[src/rtl/sba_pkg.sv]
// Package: shared constants and helpers for the shared bus arbiter.
// Assumes a fixed set of three masters; a lower index means higher priority.
package sba_pkg;
    localparam int NUM_M  = 3;
    localparam int IDX_W  = $clog2(NUM_M);

    localparam logic [IDX_W-1:0] M_TST     = 2'd0;
    localparam logic [IDX_W-1:0] M_AUX     = 2'd1;
    localparam logic [IDX_W-1:0] M_SMC     = 2'd2;
    localparam logic [IDX_W-1:0] M_DEFAULT = M_SMC;

    // Builds the one-hot grant vector that selects a single master.
    function automatic logic [NUM_M-1:0] onehot(input logic [IDX_W-1:0] idx);
        logic [NUM_M-1:0] v;
        v = '0;
        for (int i = 0; i < NUM_M; i++) begin
            if (idx == IDX_W'(i)) v[i] = 1'b1;
        end
        return v;
    endfunction
endpackage

[src/rtl/sba_prio_pick.sv]
// Module: fixed-priority picker.
// Returns the lowest-indexed (highest-priority) active request and a found flag.
// Assumes N >= 1 and IW wide enough to hold N-1.
module sba_prio_pick #(
    parameter int N  = 3,
    parameter int IW = 2
) (
    input  logic [N-1:0]  req,
    output logic          found,
    output logic [IW-1:0] idx
);
    // Scan from lowest to highest priority so the highest-priority hit wins.
    always_comb begin
        found = 1'b0;
        idx   = '0;
        for (int i = N - 1; i >= 0; i--) begin
            if (req[i]) begin
                found = 1'b1;
                idx   = IW'(i);
            end
        end
    end
endmodule

[src/rtl/sba_grant_ctrl.sv]
// Module: grant and ownership state for the shared bus.
// Revokes the owner's grant when a higher-priority master requests. It moves
// ownership only on an edge where the owner's request is low. An idle bus
// defaults to the static controller.
// Assumes requests are synchronous to clk.
module sba_grant_ctrl
    import sba_pkg::*;
(
    input  logic             clk,
    input  logic             rst_n,
    input  logic [NUM_M-1:0] req,
    output logic [NUM_M-1:0] gnt,
    output logic [IDX_W-1:0] owner,
    output logic             owner_req,
    output logic             parked
);
    logic [IDX_W-1:0] owner_q, owner_d;
    logic [NUM_M-1:0] gnt_q, gnt_d;
    logic             pick_found;
    logic [IDX_W-1:0] pick_idx;
    logic             higher_req;

    sba_prio_pick #(.N(NUM_M), .IW(IDX_W)) pick_i (
        .req   (req),
        .found (pick_found),
        .idx   (pick_idx)
    );

    // Detect any request that outranks the current owner.
    always_comb begin
        higher_req = 1'b0;
        for (int i = 0; i < NUM_M; i++) begin
            if ((IDX_W'(i) < owner_q) && req[i]) higher_req = 1'b1;
        end
    end

    // Next owner and grant: hold or revoke while the owner requests, else hand over.
    always_comb begin
        owner_req = req[owner_q];
        if (owner_req) begin
            owner_d = owner_q;
            gnt_d   = higher_req ? '0 : onehot(owner_q);
        end else begin
            owner_d = pick_found ? pick_idx : M_DEFAULT;
            gnt_d   = onehot(owner_d);
        end
    end

    // Register ownership and grants; reset parks the bus on the static controller.
    always_ff @(posedge clk) begin
        if (!rst_n) begin
            owner_q <= M_DEFAULT;
            gnt_q   <= onehot(M_DEFAULT);
        end else begin
            owner_q <= owner_d;
            gnt_q   <= gnt_d;
        end
    end

    // Publish the state and flag the handover cycle (owner neither granted nor requesting).
    always_comb begin
        gnt    = gnt_q;
        owner  = owner_q;
        parked = !owner_req && !gnt_q[owner_q];
    end
endmodule

[src/rtl/sba_bus_steer.sv]
// Module: steers the owning master's address, data and enable onto the shared bus.
// In a handover cycle it drives a safe value: enable low, data zero, address held.
// Assumes the owner index is always below N.
module sba_bus_steer #(
    parameter int N      = 3,
    parameter int IW     = 2,
    parameter int ADDR_W = 24,
    parameter int DATA_W = 16
) (
    input  logic                         clk,
    input  logic                         rst_n,
    input  logic [N-1:0][ADDR_W-1:0]     m_addr,
    input  logic [N-1:0][DATA_W-1:0]     m_dout,
    input  logic [N-1:0]                 m_den,
    input  logic [IW-1:0]                owner,
    input  logic                         parked,
    output logic [ADDR_W-1:0]            bus_addr,
    output logic [DATA_W-1:0]            bus_dout,
    output logic                         bus_den
);
    logic [ADDR_W-1:0] held_addr_q;

    // Select the owner's lines, or the safe default while parked.
    always_comb begin
        if (parked) begin
            bus_addr = held_addr_q;
            bus_dout = '0;
            bus_den  = 1'b0;
        end else begin
            bus_addr = m_addr[owner];
            bus_dout = m_dout[owner];
            bus_den  = m_den[owner];
        end
    end

    // Remember the last address on the bus for use in handover cycles.
    always_ff @(posedge clk) begin
        if (!rst_n) held_addr_q <= '0;
        else        held_addr_q <= bus_addr;
    end
endmodule

[src/rtl/shared_bus_arbiter.sv]
// Module: top of the three-master shared bus arbiter.
// It packs the per-master ports, runs the grant control and steers the bus.
// It fans the external read data out to every master.
// Assumes all masters share clk and obey grant revoke by releasing their request.
module shared_bus_arbiter
    import sba_pkg::*;
#(
    parameter int ADDR_W = 24,
    parameter int DATA_W = 16
) (
    input  logic              clk,
    input  logic              rst_n,
    input  logic              tst_req,
    output logic              tst_gnt,
    input  logic [ADDR_W-1:0] tst_addr,
    input  logic [DATA_W-1:0] tst_dout,
    input  logic              tst_den,
    output logic [DATA_W-1:0] tst_din,
    input  logic              aux_req,
    output logic              aux_gnt,
    input  logic [ADDR_W-1:0] aux_addr,
    input  logic [DATA_W-1:0] aux_dout,
    input  logic              aux_den,
    output logic [DATA_W-1:0] aux_din,
    input  logic              smc_req,
    output logic              smc_gnt,
    input  logic [ADDR_W-1:0] smc_addr,
    input  logic [DATA_W-1:0] smc_dout,
    input  logic              smc_den,
    output logic [DATA_W-1:0] smc_din,
    output logic [ADDR_W-1:0] bus_addr,
    output logic [DATA_W-1:0] bus_dout,
    output logic              bus_den,
    input  logic [DATA_W-1:0] bus_din
);
    logic [NUM_M-1:0]             req_v;
    logic [NUM_M-1:0]             gnt_v;
    logic [NUM_M-1:0][ADDR_W-1:0] addr_v;
    logic [NUM_M-1:0][DATA_W-1:0] dout_v;
    logic [NUM_M-1:0]             den_v;
    logic [IDX_W-1:0]             owner_w;
    logic                         owner_req_w;
    logic                         parked_w;

    // Pack the per-master ports into arrays indexed by priority.
    always_comb begin
        req_v[M_TST]  = tst_req;
        req_v[M_AUX]  = aux_req;
        req_v[M_SMC]  = smc_req;
        addr_v[M_TST] = tst_addr;
        addr_v[M_AUX] = aux_addr;
        addr_v[M_SMC] = smc_addr;
        dout_v[M_TST] = tst_dout;
        dout_v[M_AUX] = aux_dout;
        dout_v[M_SMC] = smc_dout;
        den_v[M_TST]  = tst_den;
        den_v[M_AUX]  = aux_den;
        den_v[M_SMC]  = smc_den;
    end

    sba_grant_ctrl ctrl_i (
        .clk       (clk),
        .rst_n     (rst_n),
        .req       (req_v),
        .gnt       (gnt_v),
        .owner     (owner_w),
        .owner_req (owner_req_w),
        .parked    (parked_w)
    );

    sba_bus_steer #(
        .N      (NUM_M),
        .IW     (IDX_W),
        .ADDR_W (ADDR_W),
        .DATA_W (DATA_W)
    ) steer_i (
        .clk      (clk),
        .rst_n    (rst_n),
        .m_addr   (addr_v),
        .m_dout   (dout_v),
        .m_den    (den_v),
        .owner    (owner_w),
        .parked   (parked_w),
        .bus_addr (bus_addr),
        .bus_dout (bus_dout),
        .bus_den  (bus_den)
    );

    // Unpack grants and fan out the external read data unswitched.
    always_comb begin
        tst_gnt = gnt_v[M_TST];
        aux_gnt = gnt_v[M_AUX];
        smc_gnt = gnt_v[M_SMC];
        tst_din = bus_din;
        aux_din = bus_din;
        smc_din = bus_din;
    end
endmodule

[config.mk]
export PLATFORM = sky130hd
export DESIGN_NAME = shared_bus_arbiter
export DESIGN_NICKNAME = d
export VERILOG_FILES = /design/src/rtl/sba_pkg.sv /design/src/rtl/sba_prio_pick.sv /design/src/rtl/sba_grant_ctrl.sv /design/src/rtl/sba_bus_steer.sv /design/src/rtl/shared_bus_arbiter.sv
export SDC_FILE = /design/constraint.sdc
export NUM_CORES = 1
export LEC_CHECK = 0
export BUFFER_PORTS_ARGS = -buffer_cell sky130_fd_sc_hd__buf_2
export CORE_AREA = 4 4 90 92
export CTS_CLUSTER_SIZE = 8
export DETAILED_ROUTE_END_ITERATION = 12
export DIE_AREA = 0 0 94 96
export GPL_TIMING_DRIVEN = 0
export PLACE_DENSITY_LB_ADDON = 0.15
export RECOVER_POWER = 25
export SYNTH_ARGS = -nofsm -noshare
export SYNTH_HDL_FRONTEND = slang
export SYNTH_SLANG_ARGS = --single-unit
export TNS_END_PERCENT = 50
[constraint.sdc]
create_clock -name clk -period 1.75 [get_ports clk]
set_clock_uncertainty 0.1 [all_clocks]
set_input_delay 0.0875 -clock clk [delete_from_list [all_inputs] [get_ports clk]]
set_output_delay 0.0875 -clock clk [all_outputs]
set_load 0.02 [all_outputs]
==> PnR_summary.wiki <==
{| class="wikitable"
! Metric !! Value
|-
| Pin count of the biggest net entering global routing || 11
|-
| Startpoint type of the worst setup path || register
|-
| Worst r2r src || ctrl_i.owner[1]$_SDFFE_PN1N_
|-
| Ratio of final minimum period to clock period || 120.6%
|-
| Worst voltage drop across the vdd grid || ~0.26 mV
|-
| Insertion delay of the later-clocked pin in the worst-skew pair || 0.28 ns
|-
| Number of warnings issued by yosys || 0
|-
| End point of the worst hold path || steer_i.held_addr_q[12]$_SDFF_PN0_
|-
| Number of instances in the synthesized netlist || 314
|-
| Final Worst Setup Slack || -0.3600 ns
|-
| Max Root-Sink Buffers || 2
|-
| Final setup violation count || 41
|-
| Post-synthesis net count || 458
|-
| Clock-pin slew on the worst setup and hold paths || 0.07 ns
|-
| Highest Clock Rate || 473.9 MHz
|-
| X dimension of the die || 94 um
|-
| Number of failing hold endpoints at the final stage || 0
|-
| Final layout net count || 696
|-
| GRT Util Overall || 19.31%
|-
| Top post-synthesis cells by area || dfxtp_1 (23%), mux2i_1 (16%), buf_4 (14%)
|-
| Worst R2R Setup Slack || 0.02 ns
|-
| RePlAce Congestion || 0.8267
|-
| Total instance count after detailed placement || 631
|-
| Wire length after detailed routing || 9.764 mm
|-
| Top_reg_cell synth || dfxtp_1
|-
| Critical setup path kind || register to primary output
|-
| Xor/xnor share of the synthesized area || 0%
|-
| Most frequent cells after synthesis || buf_4 (49), mux2i_1 (41), nor2_1 (37), dfxtp_1 (29), nand2_1 (26)
|-
| Clock tree from TritonCTS || yes
|-
| Area fraction in compound gates after synthesis || 29.54%
|-
| Power after layout || 3.026 mW
|-
| Endpoint arrival time on the critical path || 1.92 ns
|-
| Post-synth EDFFs || 0
|-
| Layout Area Growth over Synthesis || 67.06%
|-
| Leakage || approximately 2.2 nW
|-
| Simple-Gate Fraction of Synth Area || 11.68%
|-
| Share of async-settable or async-resettable flops after synthesis || 0%
|-
| Violation count after the first detailed-routing iteration || 86
|-
| Transition time at the pin with the least slew margin || 0.4930 ns
|-
| Final Max Slew Viols || 0
|-
| Initial Util || 35.64%
|-
| Core Box Area || 7214 um^2
|-
| Multiplexer area fraction after synthesis || 15.96%
|-
| WHS Path Cells || 4
|-
| Overflow left after global routing || 0
|-
| Die area || 9024 um^2
|-
| Half-perimeter wire length of the detailed placement result || 7.673 mm
|-
| Most frequently used cell type in the post-synthesis netlist || buf_4
|-
| Worst Min Path Start || smc_addr[12]
|-
| Minimum setup slack after placement || -0.2909 ns
|-
| Crit end category || primary output
|-
| Failing checks || negative setup slack
|-
| Result of the run || finished with violations
|-
| Root Driver || clkbuf_8
|-
| Total CTS buffers || 5
|-
| Reg-to-reg endpoint || steer_i.held_addr_q[6]$_SDFF_PN0_
|-
| Final antenna diode count || 0
|-
| Per-cell routed wire length || 14.98 um
|-
| Ports placed on the boundary || 236
|-
| Normalized max-slew margin || approximately two thirds
|-
| Share of the synthesized area in the top cell type || 22.58%
|-
| Area post-placement || around 3800 um^2
|-
| H-Tree Level Count || 2
|-
| Count of unique library cells instantiated by Yosys || 24
|-
| Number of cell instances on the worst register-to-register path || 7
|-
| Worst setup path startpoint || ctrl_i.owner[1]$_SDFFE_PN1N_
|-
| DR pass1 iterations || 4
|-
| Height of the die || 96 um
|-
| DRC || 0
|-
| Port Buffer Count || between 200 and 250
|-
| Detail-routed via count per cell || 4.782
|-
| Setup repair after global routing missed its margin || true
|-
| Pwr Density || 704.5 nW/um^2
|-
| Share of cells above drive strength 1 || between 50 and 60%
|-
| First-pass GRT wire length || 13.83 mm
|-
| Post-synthesis instance area || between 2000 and 3000 um^2
|-
| Initial antenna violation count || 0
|-
| Share of synthesized area occupied by flip-flops and latches || 22.58%
|-
| Top cell type by total area after synthesis || dfxtp_1
|-
| Number of flip-flops and latches in the synthesized netlist || 29
|-
| Worst hold-check path type || input pin to register
|-
| Post-route design area || between 4000 and 5000 um^2
|-
| Worst-path maximum fanout || 7
|-
| Via count of the first global-routing pass || just under 3k
|-
| Num rows || 31
|-
| Remaining antenna violation count || 0
|-
| Number of clock sinks || 29
|-
| Mean instance size in the synthesized netlist || 8.189 um^2
|-
| Data required time at the worst endpoint || ~1.6 ns
|-
| Minimum period implied by the final worst setup slack || 2.110 ns
|-
| Synthesized-area fraction occupied by adder cells || 0%
|-
| Number of vias in the routed layout || 3,118
|-
| Largest family of logic cells by synthesized area || compound AO/OA/AOI/OAI gates
|-
| Non-filler cells in the finished layout || 652
|-
| Max Cap Violations || 0
|}
==> kinds of logic after synthesis <==
family	after synthesis
AO/OA/AOI/OAI	93
buffers and inverters	78
AND/OR/NAND/NOR	73
multiplexers	41
flip-flops	29
==> where the power goes <==
part           leakage [nW]  internal [mW]  switching (mW)
registers             0.241          0.732          0.0398
clock network        0.0585          0.464           0.260
logic                  1.94          0.757           0.774
total                  2.24           1.95            1.07
==> through the flow <==
stage                     util (%)  TNS, ns  hold WS [ns]
after global placement       52.48   -8.795        0.2356
after floorplan                  -        0       0.06560
final                        59.54   -10.83       0.07329
after CTS                    57.15   -12.10       0.06398
after detailed placement     52.48   -9.775        0.2337
after global routing         59.54   -13.47       0.08764
==> worst max path at each step <==
stage                    to  depth (start not counted)
2_1_floorplan  bus_addr[10]                          6
3_3_place_gp   bus_addr[22]                          7
3_5_place_dp   bus_addr[22]                          7
4_1_cts        bus_addr[13]                          7
5_1_grt         bus_addr[6]                          8
6_report        bus_addr[6]                          8
==> cell usage in the layout (no fill, tap or decap), types with 8 or more instances in the layout <==
cell type / count
o211a_1: 24
buf_2: 173
a21oi_1: 17
nor2_2: 8
dfxtp_1: 28
o21a_1: 24
mux2i_1: 41
nor2_1: 29
nand2_1: 26
clkbuf_1: 24
buf_4: 63
o221ai_1: 24
buf_6: 34
==> per-layer routing <==
| layer | track usage [%] | up-vias | wire [um] |
|---|---|---|---|
| met5 | 0 | - | 0 |
| met4 | 4.573 | 0 | 115 |
| met3 | 5.082 | 8 | 881 |
| met2 | 36.78 | 146 | 5122 |
| met1 | 21.27 | 1409 | 3644 |
| li1 | - | 1555 | - |
==> what timing repair did <==
| action | CTS | global route |
|---|---|---|
| gates resized for setup | 60 | 45 |
| setup buffers | 3 | 7 |
| endpoints found under the setup margin | 61 | 56 |
| hold buffers | 3 | 0 |
| gates cloned | 0 | 2 |
| hold endpoints to repair | 3 | 0 |
| pin swaps | 3 | 6 |
==> state kept, by name, summed over array words and instances (netlist names) <==
register / cells
steer_i.held_addr_q: 24
ctrl_i.owner: 2
ctrl_i.gnt: 3
==> worst max-delay path, cell delays in order, from the launching register on <==
cell      delay (ns)
dfxtp_4         0.38
nor3_4          0.21
a211oi_4        0.07
buf_6           0.14
or2_4           0.24
buf_8           0.14
buf_8           0.12
o21a_1          0.20
buf_6           0.13
==> final cells by class <==
cell class                      count  area (um^2)
Tap cell                           99        123.9
Clock buffer                        7        86.33
Multi-Input combinational cell    207         1511
Timing Repair Buffer              233         1391
Inverter                            1        3.754
Clock inverter                      1        30.03
Fill cell                         693         2919
Sequential cell                    29        584.3
Buffer                             75        564.3
No activity file was read; power rests on OpenSTA's default activity.
